[config.mk]
export PLATFORM = sky130hd
export DESIGN_NAME = irq_prio_arbiter
export DESIGN_NICKNAME = d
export VERILOG_FILES = /design/src/rtl/irqarb_pkg.sv /design/src/rtl/irqarb_pend.sv /design/src/rtl/irqarb_gate.sv /design/src/rtl/irqarb_pick.sv /design/src/rtl/irq_prio_arbiter.sv
export SDC_FILE = /design/constraint.sdc
export NUM_CORES = 1
export LEC_CHECK = 0
export BUFFER_PORTS_ARGS = -buffer_cell sky130_fd_sc_hd__buf_2
export CORE_UTILIZATION = 45
export CTS_BUF_LIST = sky130_fd_sc_hd__clkbuf_8
export CTS_CLUSTER_DIAMETER = 80
export DETAILED_ROUTE_END_ITERATION = 10
export GPL_TIMING_DRIVEN = 0
export PLACE_DENSITY = 0.77
export SLEW_MARGIN = 20
export SYNTH_ARGS = -nofsm -noshare
export SYNTH_HDL_FRONTEND = slang
export SYNTH_SLANG_ARGS = --single-unit
[constraint.sdc]
create_clock -name clk -period 1.76 [get_ports clk]
set_input_delay 0 -clock clk [delete_from_list [all_inputs] [get_ports clk]]
set_output_delay 0 -clock clk [all_outputs]
set_load 0.05 [all_outputs]
[src/rtl/irqarb_pkg.sv]
package irqarb_pkg;
   localparam int NSRC    = 14;
   localparam int CAUSE_W = $clog2(NSRC);

   // Source indices; lower index means higher priority.
   localparam int IDX_RST   = 0;
   localparam int IDX_MCHK  = 1;
   localparam int IDX_DBG   = 2;
   localparam int IDX_HDEC  = 3;
   localparam int IDX_CEXT  = 4;
   localparam int IDX_WDOG  = 5;
   localparam int IDX_CDB   = 6;
   localparam int IDX_FIT   = 7;
   localparam int IDX_PIT   = 8;
   localparam int IDX_DEC   = 9;
   localparam int IDX_EXT   = 10;
   localparam int IDX_DB    = 11;
   localparam int IDX_PERF  = 12;
   localparam int IDX_THERM = 13;

   // Sources whose flag is consumed on every take, whatever the configuration.
   function automatic logic always_consumed(input int idx);
      return !(idx == IDX_HDEC || idx == IDX_DEC ||
               idx == IDX_CEXT || idx == IDX_EXT);
   endfunction
endpackage

[src/rtl/irqarb_pend.sv]
module irqarb_pend #(
   parameter int N = 14
) (
   input  logic         clk,
   input  logic         rst_n,
   input  logic [N-1:0] set_i,
   input  logic [N-1:0] clr_i,
   output logic [N-1:0] pend_q
);
   if (N < 1) begin : g_chk_n
      $error("irqarb_pend: N must be at least 1");
   end

   logic [N-1:0] pend_d;

   // A set request overrides any clear of the same bit.
   always_comb pend_d = (pend_q & ~clr_i) | set_i;

   always_ff @(posedge clk) begin
      if (!rst_n) pend_q <= '0;
      else        pend_q <= pend_d;
   end

   // a strobe seen last cycle must have left its flag pending
   p_set_wins_r2: assert property (@(posedge clk) disable iff (!rst_n)
      $past(rst_n) |-> (($past(set_i) & ~pend_q) == '0));

   // a withdrawal without a set leaves the flag clear
   p_withdraw_r10: assert property (@(posedge clk) disable iff (!rst_n)
      $past(rst_n) |-> ((pend_q & $past(clr_i & ~set_i)) == '0));
endmodule

[src/rtl/irqarb_gate.sv]
module irqarb_gate
   import irqarb_pkg::*;
(
   input  logic            ee_en,
   input  logic            crit_en,
   input  logic            mchk_en,
   input  logic            hyp_mode,
   input  logic            prob_state,
   input  logic            hyp_dec_en,
   output logic [NSRC-1:0] elig
);
   logic hdec_ok;
   assign hdec_ok = hyp_dec_en & (ee_en | ~hyp_mode | prob_state);

   for (genvar i = 0; i < NSRC; i++) begin : g_src
      if (i == IDX_RST || i == IDX_DBG) begin : g_free
         assign elig[i] = 1'b1;
      end else if (i == IDX_MCHK) begin : g_mchk
         assign elig[i] = mchk_en;
      end else if (i == IDX_HDEC) begin : g_hdec
         assign elig[i] = hdec_ok;
      end else if (i == IDX_CEXT || i == IDX_WDOG || i == IDX_CDB) begin : g_crit
         assign elig[i] = ee_en & crit_en;
      end else begin : g_ext
         assign elig[i] = ee_en;
      end
   end
endmodule

[src/rtl/irqarb_pick.sv]
module irqarb_pick #(
   parameter int N     = 14,
   parameter int STYLE = 0,
   localparam int IW   = (N > 1) ? $clog2(N) : 1
) (
   input  logic [N-1:0]  req,
   output logic          valid,
   output logic [IW-1:0] idx,
   output logic [N-1:0]  onehot
);
   if (STYLE != 0 && STYLE != 1) begin : g_chk_style
      $error("irqarb_pick: STYLE must be 0 or 1");
   end

   assign valid = |req;

   if (STYLE == 0) begin : g_scan
      // Scan from lowest priority up so the lowest index wins.
      always_comb begin
         idx    = '0;
         onehot = '0;
         for (int i = N - 1; i >= 0; i--) begin
            if (req[i]) begin
               idx    = IW'(i);
               onehot = N'(1) << i;
            end
         end
      end
   end else begin : g_isolate
      // Isolate the lowest set bit, then encode it.
      assign onehot = req & (~req + N'(1));
      always_comb begin
         idx = '0;
         for (int i = 0; i < N; i++) begin
            if (onehot[i]) idx = idx | IW'(i);
         end
      end
   end
endmodule

[src/rtl/irq_prio_arbiter.sv]
module irq_prio_arbiter
   import irqarb_pkg::*;
#(
   parameter int PICK_STYLE = 0
) (
   input  logic               clk,
   input  logic               rst_n,
   input  logic [NSRC-1:0]    req_set,
   input  logic [NSRC-1:0]    req_clr,
   input  logic               eval_en,
   input  logic               ee_en,
   input  logic               crit_en,
   input  logic               mchk_en,
   input  logic               hyp_mode,
   input  logic               prob_state,
   input  logic               hyp_dec_en,
   input  logic               dec_clr_on_take,
   input  logic               cext_hold,
   input  logic               ext_hold,
   output logic               take,
   output logic [CAUSE_W-1:0] take_cause,
   output logic               hard_irq
);
   logic [NSRC-1:0]    pend_q;
   logic [NSRC-1:0]    elig;
   logic [NSRC-1:0]    cand;
   logic [NSRC-1:0]    win_oh;
   logic [NSRC-1:0]    consume;
   logic [NSRC-1:0]    clr_all;
   logic               win_vld;
   logic [CAUSE_W-1:0] win_idx;

   irqarb_gate u_gate (
      .ee_en      (ee_en),
      .crit_en    (crit_en),
      .mchk_en    (mchk_en),
      .hyp_mode   (hyp_mode),
      .prob_state (prob_state),
      .hyp_dec_en (hyp_dec_en),
      .elig       (elig)
   );

   assign cand = pend_q & elig & {NSRC{eval_en}};

   irqarb_pick #(.N(NSRC), .STYLE(PICK_STYLE)) u_pick (
      .req    (cand),
      .valid  (win_vld),
      .idx    (win_idx),
      .onehot (win_oh)
   );

   // Per-source consume rule on take.
   for (genvar i = 0; i < NSRC; i++) begin : g_cons
      if (i == IDX_HDEC) begin : g_keep
         assign consume[i] = 1'b0;
      end else if (i == IDX_DEC) begin : g_dec
         assign consume[i] = dec_clr_on_take;
      end else if (i == IDX_CEXT) begin : g_cext
         assign consume[i] = ~cext_hold;
      end else if (i == IDX_EXT) begin : g_ext
         assign consume[i] = ~ext_hold;
      end else begin : g_drop
         assign consume[i] = 1'b1;
      end
   end

   assign clr_all = (win_oh & consume & {NSRC{win_vld}}) | req_clr;

   irqarb_pend #(.N(NSRC)) u_pend (
      .clk    (clk),
      .rst_n  (rst_n),
      .set_i  (req_set),
      .clr_i  (clr_all),
      .pend_q (pend_q)
   );

   always_ff @(posedge clk) begin
      if (!rst_n) begin
         take       <= 1'b0;
         take_cause <= '0;
      end else begin
         take       <= win_vld;
         take_cause <= win_vld ? win_idx : '0;
      end
   end

   assign hard_irq = |pend_q;

   // a take only follows an evaluation
   p_take_after_eval_r12: assert property (@(posedge clk) disable iff (!rst_n)
      take |-> $past(eval_en));

   // the reported cause was pending when it was chosen
   p_winner_pending_r3: assert property (@(posedge clk) disable iff (!rst_n)
      take |-> ((($past(pend_q) >> take_cause) & NSRC'(1)) != '0));

   // machine check needs its enable
   p_mchk_gate_r4: assert property (@(posedge clk) disable iff (!rst_n)
      (take && take_cause == CAUSE_W'(IDX_MCHK)) |-> $past(mchk_en));

   // lower-ranked sources need external enable
   p_ee_gate_r6: assert property (@(posedge clk) disable iff (!rst_n)
      (take && take_cause > CAUSE_W'(IDX_HDEC)) |-> $past(ee_en));

   // critical group also needs critical enable
   p_crit_gate_r6: assert property (@(posedge clk) disable iff (!rst_n)
      (take && take_cause >= CAUSE_W'(IDX_CEXT) && take_cause <= CAUSE_W'(IDX_CDB))
      |-> $past(crit_en));

   // hypervisor decrementer survives its own take
   p_hdec_kept_r5: assert property (@(posedge clk) disable iff (!rst_n)
      (take && take_cause == CAUSE_W'(IDX_HDEC) && !$past(req_clr[IDX_HDEC]))
      |-> pend_q[IDX_HDEC]);

   // decrementer survives a take without clear-on-take
   p_dec_kept_r8: assert property (@(posedge clk) disable iff (!rst_n)
      (take && take_cause == CAUSE_W'(IDX_DEC) && !$past(dec_clr_on_take)
       && !$past(req_clr[IDX_DEC])) |-> pend_q[IDX_DEC]);

   // always-consumed sources are gone after their take
   p_consumed_r7: assert property (@(posedge clk) disable iff (!rst_n)
      (take && always_consumed(int'(take_cause))
       && ((($past(req_set) >> take_cause) & NSRC'(1)) == '0))
      |-> (((pend_q >> take_cause) & NSRC'(1)) == '0));
endmodule

# After elaboration in Yosys (flattened, before gate mapping)
# Index checks and enable logic that the tools add are counted.
[op_classes] n_mux=27 n_bitwise=17 reduce_logical=6
[op_table] op="$mux W14" count=14
[op_table] op="$and A14 B14 Y14" count=5
[op_table] op="$or A14 B14 Y14" count=2
[op_table] op="$reduce_or A14 Y1" count=2
[op_table] op="$mux W4" count=6
[op_table] op="$not A14 Y14" count=1
[op_table] op="$mux W3" count=4
[op_table] op="$reduce_or A10 Y1" count=1
[op_table] op="$reduce_or A6 Y1" count=1
[op_table] op="$not A1 Y1" count=5
[op_table] op="$mux W2" count=2
[op_table] op="$reduce_or A4 Y1" count=1
[op_table] op="$reduce_or A3 Y1" count=1
[op_table] op="$and A1 B1 Y1" count=2
[op_table] op="$or A1 B1 Y1" count=2
[op_table] op="$mux W1" count=1
[word_totals] reg_bits=19 in_bits=40 output_inout_bits=6 wordCells=56

# Longest topological paths before layout
# Gate-level depths: netlist of run 1.
[depth] depth_word=26 ltp_mapped=5 mapped_depth_nobuf=4

# By module
# From an unflattened synthesis of run 1, not the netlist that was laid out.
[unflattened] cells_unflattened=149 area_unflattened_um2=1255.0
[by_module_without_submodules] module="irqarb_pend" instances=1 cells_each=43 area_each_um2=484.2 seq_area_each_um2=280.3
[by_module_without_submodules] module="irq_prio_arbiter" instances=1 cells_each=47 area_each_um2=390.4 seq_area_each_um2=100.1
[by_module_without_submodules] module="irqarb_pick" instances=1 cells_each=42 area_each_um2=260.2 seq_area_each_um2=0.0
[by_module_without_submodules] module="irqarb_gate" instances=1 cells_each=17 area_each_um2=120.1 seq_area_each_um2=0.0

# Worst setup path before layout of run 1
# OpenSTA, ideal clock, no wires.
[synth_path] path_type="reg-to-reg" startpoint="register u_pend.pend_q[10]" endpoint="register take_cause[0]" setup_time_ns=0.130 arrival_time_ns=1.494 required_ns=1.630 path_slack_ns=0.136 stages_incl_launch_ff=5 n_path_buf=0 period_less_slack_ns=1.624 path_cell_list="dfxtp_1 > or4_4 > o311ai_4 > nor3b_4 > a2111oi_0"
[synth_between] elab_chain_cells=12 word_cells_on_any_way=15 classes_between="mux: 10; bitwise: 3; reduce/logical: 2"
[synth_rtl] element="from (decl)" line="irqarb_pend.sv:8" rtl="output logic [N-1:0] pend_q"
[synth_rtl] element="from (signal assigned)" line="irqarb_pend.sv:21" rtl="else pend_q <= pend_d;"
[synth_rtl] element="$and A14 B14 Y14 * (2 in a row)" line="irq_prio_arbiter.sv:43" rtl="assign cand = pend_q & elig & {NSRC{eval_en}};"
[synth_rtl] element="$mux W4 (3 in a row)" line="irqarb_pick.sv:23" rtl="if (req[i]) begin"
[synth_rtl] element="$mux W3 (4 in a row)" line="irqarb_pick.sv:23"
[synth_rtl] element="$mux W2 (2 in a row)" line="irqarb_pick.sv:23"
[synth_rtl] element="$mux W1" line="irqarb_pick.sv:23"
[synth_rtl] element="to (signal assigned)" line="irq_prio_arbiter.sv:83" rtl="take_cause <= win_vld ? win_idx : '0;"
[synth_rtl] element="to (decl)" line="irq_prio_arbiter.sv:21" rtl="output logic [CAUSE_W-1:0] take_cause,"
# Every way passes the cells marked *; elsewhere a longest branch is shown, timed or not.
# A chain may end at the register's enable or synchronous reset.

# Final worst setup path of run 1
[layout_path] startpoint="register u_pend.pend_q[10]" endpoint="output port hard_irq"
[layout_between] elab_chain_cells=1
[layout_rtl] element="$reduce_or A14 Y1" line="irq_prio_arbiter.sv:87" rtl="assign hard_irq = |pend_q;"
[layout_rtl] element="to (decl)" line="irq_prio_arbiter.sv:22" rtl="output logic hard_irq"
# Every way passes these cells.

==> summary.md, run 1 <==
| Metric | Value |
|---|---|
| RD Place Congestion | `0.892` |
| Global route total overflow | `0` |
| Worst IR drop on VDD | `670 µV` |
| Final setup viols | `0` |
| I/O Pins | `46` |
| Sequential-to-total area share from yosys stat | `37.6%` |
| Storage element area | `387 µm²` |
| Worst skew pair latency | `260 ps` |
| Min Hold Slack | `10.9 ps` |
| Core ar. | `2040 µm²` |
| Top cells by area, synth | `dfxtp_1, nor2_1, nor4_1` |
| ANT cells | `0` |
| Hold Startpoint | `req_clr[9]` |
| Via-to-Cell Ratio | `5.71` |
| RSZ-0062 raised after global routing | `true` |
| DIE AREA | `2440 µm²` |
| Initial antenna violation count | `0` |
| Critical path buffer and inverter count | `1` |
| Most common cell after layout, fill and taps aside | `buf_2` |
| Starting Density | `49.5%` |
| Num CTS Buffers | `3` |
| Wirelength per Cell | `13.8 µm` |
| Placed insts | `193` |
| Ys async rst share | `0%` |
| Die width | `49.4 µm` |
| Total track usage | `24.6%` |
| R2r startpoint | `u_pend.pend_q[10]` |
| Standard-cell rows | `16` |
| Post-synthesis cell count | `123` |
| Largest area contributor in the netlist | `dfxtp_1` |
| Crit path kind | `reg2out` |
| Arrival @ worst endpoint | `1720 ps` |
| Status | `finished clean` |
| Slew headroom | `65.2%` |
| CP max FO | `3` |
| Vias in the first global route | `1067` |
| Final Critical Period | `1720 ps` |
| Root buffer cell | `clkbuf_8` |
| Area Growth Syn to Fin | `47.5%` |
| Static leakage | `0.650 nW` |
| Synthesis-stage register bit count | `19` |
| Required time worst endpoint | `1760 ps` |
| CP delay by family, top | `simple AND/OR/NAND/NOR gates` |
| Share of cells above drive strength 1 | `31.9%` |
| H-tree depth | `1` |
| PortBufs | `43` |
| Via count | `1227` |
| Drt first pass iters | `4` |
| Crit-path max cell delay | `550 ps` |
| Top-area cell type share of the netlist area | `37.6%` |
| TritonCTS clock tree | `yes` |
| Post-synthesis net count | `163` |
| Nets@finish | `229` |
| Multi-input gate area | `579 µm²` |
| Pwr per Cell Area | `702 nW/µm²` |
| Largest net degree at the start of global routing | `11` |
| Drt drc | `0` |
| Mapped Area | `1010 µm²` |
| YS warnings | `0` |
| FMAX | `583 MHz` |
| Crit path max-delay cell type | `or4_4` |
| Post-DP HPWL | `2.12 mm` |
| Pins over their slew limit | `0` |
| Commonest non-fill, non-tap cells in the layout | `buf_2, dfxtp_1, dlygate4sd3_1, nor2_1, inv_1` |
| Critical Path Sink Type | `output port` |
| Post-Layout Cell Count | `215` |
| First-pass GRT wire length | `4.49 mm` |
| Synth cell types | `39` |
| Final ANT Viol Nets | `0` |
| Max-cap violations | `0` |
| Die height | `49.4 µm` |
| Post-synth EDFFs | `0` |
| Skew final | `1.14 ps` |
| Worst hold path class | `in2reg` |
| DRT Wirelength | `2.97 mm` |
| Fillers | `173` |
| Iter 0 DRT Violations | `33` |
| Synth Flop Type | `dfxtp_1` |
| Slew @ Worst Pin | `523 ps` |
| CP Launch Point | `u_pend.pend_q[10]` |
| CP startpoint kind | `flop` |
| Crit path cell chain | `or4_4, nor3_2, nand3_1, buf_2` |
| Hold Fails Final Rpt | `0` |
| Post-Syn Area per Cell | `8.22 µm²` |
| Fin crit share | `97.5%` |
| Clock buffer depth | `2` |
| Clk sinks | `19` |
| Clock-pin slew on the worst setup and hold paths | `70 ps` |
[synth_stat cells (2+ instances only)]
library cell,n
nor2b_1,3
nand3_1,2
nor2_1,12
nor3b_1,2
a21oi_1,8
inv_1,10
a311oi_1,3
nor4_1,7
a221oi_1,2
a211oi_1,3
o21a_1,4
nand3b_1,2
o21ai_0,5
o22ai_1,2
dfxtp_1,19
o31ai_1,2
nand2_1,10
nor3_1,4
clkbuf_1,2
a31oi_1,2
[kinds of logic (layout without fill, tap and decap cells)]
logic type,Yosys count,count (layout),synth area share [%]
AND/OR/NAND/NOR,49,49,27.2
AO/OA/AOI/OAI,40,40,29.1
flip-flops,19,19,37.6
buffers and inverters,15,80,6.06
[registers in the layout (all words and copies together) (netlist names)]
name           count
take_cause         4
take               1
u_pend.pend_q     14
[per-stage QoR]
stage          TNS (ps)  setup slack, ps  util (%)  total power, W  instance area, µm²
2_1_floorplan         0              136         -        0.000632                1010
3_3_place_gp     -0.390           -0.390      61.7        0.000706                1260
3_5_place_dp      -12.2            -12.2      61.7        0.000715                1260
4_1_cts               0             5.41      71.5         0.00104                1460
5_1_grt           -17.6            -15.5      73.0         0.00109                1490
6_report              0             43.8      73.0         0.00105                1490
[path summary, 6_finish.rpt]
check                           slack, ps  cells past startpoint                to
worst min-delay path                   10                      3  u_pend.pend_q[9]
worst max register to register         60                      4  u_pend.pend_q[2]
worst max-delay path                   40                      4          hard_irq
worst min register to register        550                      2  u_pend.pend_q[9]
[power breakdown]
group          switching [W]  leakage, nW  internal, W
clock network       0.000145       0.0269     0.000156
logic               0.000133        0.464     0.000122
registers          0.0000324        0.159     0.000460
[worst reg2reg max path, cell delays in order, from the launching register on]
cell and delay (ps):
dfxtp_4 350, or4_4 550, o311ai_4 240, nor3b_4 320, o31a_1 180
[area by class of cell]
| cell class | instances | area share, % |
|---|---|---|
| multi-input cells | 89 | 38.8 |
| flip-flops and latches | 19 | 25.9 |
| repair buffers | 61 | 25.8 |
| clock buffers | 3 | 2.77 |
| inverters | 11 | 2.77 |
| well taps | 27 | 2.27 |
| plain buffers | 4 | 1.34 |
| clock inverters | 1 | 0.252 |
[metal layers]
layer	up-vias	GRT usage (%)	wire length, µm
li1	597	-	-
met1	556	26.3	1210
met2	67	45.7	1510
met3	7	6.54	198
met4	0	8.57	44
met5	-	0	0
[what timing repair did]
action / 4_1_cts / 5_1_grt
setup endpoints to repair: 5 / 7
hold endpoints to repair: 12 / 0
hold buffers: 14 / 0
resized for setup: 3 / 4
buffers inserted: 1 / 3
pin swaps: 1 / 3
No activity file was read; power rests on OpenSTA's default activity.
==> inputs of run 2 (changes only) <==
- clock period: 1.76 -> 2.12 ns (I/O delays scaled with it)
==> run 2 against run 1 <==
Combinational power decreased by 21%; utilization decreased by 2.1 points; clock power decreased by 18%; global-route usage decreased by 0.45 points; non-clock buffer count decreased by 4; flip-flop and latch count unchanged; critical path type is now reg2reg; critical endpoint is now u_pend.pend_q[12].
==> summary.md, run 2 (synthesized netlist as in run 1, its figures left out) <==
| Metric | Value |
|---|---|
| Max-cap violations | `0` |
| DIE AREA | `2440 µm²` |
| Final ANT Viol Nets | `0` |
| RSZ-0062 raised after global routing | `false` |
| Die width | `49.4 µm` |
| Hold Fails Final Rpt | `0` |
| Slew headroom | `65.6%` |
| Area Growth Syn to Fin | `43.3%` |
| Starting Density | `49.5%` |
| FMAX | `491 MHz` |
| Most flop-heavy register | `u_pend.pend_q` |
| Nets@finish | `225` |
| PortBufs | `43` |
| ANT cells | `0` |
| Most common cell after layout, fill and taps aside | `buf_2` |
| Crit path kind | `reg2reg` |
| Status | `finished clean` |
| Num CTS Buffers | `3` |
| RD Place Congestion | `0.892` |
| Clk sinks | `19` |
| Standard-cell rows | `16` |
| Via count | `1172` |
| DRT Wirelength | `2.82 mm` |
| Clock buffer depth | `2` |
| Clock-pin slew on the worst setup and hold paths | `70 ps` |
| Iter 0 DRT Violations | `31` |
| Vias in the first global route | `1035` |
| Final Critical Period | `2040 ps` |
| Worst hold path class | `in2reg` |
| Post-CTS Setup Inserts | `0` |
| Worst skew pair latency | `260 ps` |
| Drt drc | `0` |
| Slew @ Worst Pin | `516 ps` |
| Fin crit share | `96.0%` |
| Via-to-Cell Ratio | `5.55` |
| Largest registers | `u_pend.pend_q (14), take_cause (4), take (1)` |
| Largest net degree at the start of global routing | `11` |
| Final setup viols | `0` |
| Skew final | `2.28 ps` |
| Commonest non-fill, non-tap cells in the layout | `buf_2, dfxtp_1, dlygate4sd3_1, nor2_1, inv_1` |
| Share of cells above drive strength 1 | `28.3%` |
| Critical Path Sink Type | `flop` |
| CP startpoint kind | `flop` |
| Global route total overflow | `0` |
| Root buffer cell | `clkbuf_8` |
| Total track usage | `24.1%` |
| Die height | `49.4 µm` |
| TritonCTS clock tree | `yes` |
| I/O Pins | `46` |
| Worst IR drop on VDD | `553 µV` |
| First-pass GRT wire length | `4.36 mm` |
| Initial antenna violation count | `0` |
| Pins over their slew limit | `0` |
| Tot Pwr | `0.000855 W` |
| Max reg flops | `14` |
| Pwr per Cell Area | `590 nW/µm²` |
| Core ar. | `2040 µm²` |
| Required time worst endpoint | `2270 ps` |
| Wirelength per Cell | `13.4 µm` |
| Drt first pass iters | `4` |
| H-tree depth | `1` |
| Arrival @ worst endpoint | `2190 ps` |
| Post-route setup TNS | `0 ps` |
| Static leakage | `0.628 nW` |
| Post-DP HPWL | `2.12 mm` |
| CP max FO | `6` |
[run 2: cell count changes in the layout (fill, tap and decap cells not counted)]
cell | before | now
dfxtp_4 | 1 | 0
buf_4 | 5 | 1
nor3_1 | 3 | 4
nor3_2 | 1 | 0
dfxtp_2 | 2 | 0
dfxtp_1 | 16 | 19
a2111oi_0 | 0 | 1
a2111oi_1 | 1 | 0
[run 2: through the flow]
| stage | worst slack, ps | std cells | utilization [%] | instance area [µm²] | hold slack (ps) |
|---|---|---|---|---|---|
| after floorplan | 496 | 123 | - | 1010 | 101 |
| after CTS | 80.6 | 211 | 70.8 | 1450 | 9.89 |
| after global placement | 360 | 193 | 61.7 | 1260 | 186 |
| after detailed placement | 348 | 193 | 61.7 | 1260 | 191 |
| after global routing | 20.4 | 211 | 71.0 | 1450 | 12.2 |
| final | 84.1 | 211 | 71.0 | 1450 | 9.47 |
[run 2: critical path, cell delays in order (launching register included)]
cell           delay [ps]
dfxtp_1               360
a211oi_1              420
nand4_1               220
nor3_1                260
o31ai_1               110
dlygate4sd3_1         550
[run 2: final cells by class]
type / instances / area (µm²)
tap: 27 / 33.8
timing repair buffer: 57 / 355
buffer: 4 / 20.0
inverter: 11 / 41.3
sequential: 19 / 380
multi-input combinational: 89 / 573
clock inverter: 1 / 3.75
fill: 180 / 593
clock buffer: 3 / 41.3
[run 2: what timing repair did]
action	4_1_cts	5_1_grt
gates resized for setup	0	1
hold endpoints to repair	12	0
setup endpoints to repair	0	1
hold buffers	14	0
[run 2: where the power goes]
part,switching (W),total (W),internal [W]
logic,0.000105,0.000201,0.0000955
clock network,0.000117,0.000246,0.000129
registers,0.0000272,0.000409,0.000381
total,0.000250,0.000855,0.000606
[run 2: path summary, 6_finish.rpt]
kind | start | endpoint | slack (ps) | depth (start not counted)
min reg2reg | u_pend.pend_q[9] | u_pend.pend_q[9] | 530 | 2
min | req_clr[9] | u_pend.pend_q[9] | 9 | 3
max reg2reg | u_pend.pend_q[1] | u_pend.pend_q[12] | 80 | 5
max | u_pend.pend_q[1] | u_pend.pend_q[12] | 80 | 5
[run 2: routing by layer]
metal / track usage, % / part of all wire, % / wire, µm / vias to the layer above
li1: - / - / - / 589
met1: 25.8 / 42 / 1190 / 533
met2: 44.7 / 51 / 1430 / 43
met3: 6.54 / 5.4 / 152 / 7
met4: 8.57 / 1.6 / 44 / 0
met5: 0 / 0 / 0 / -
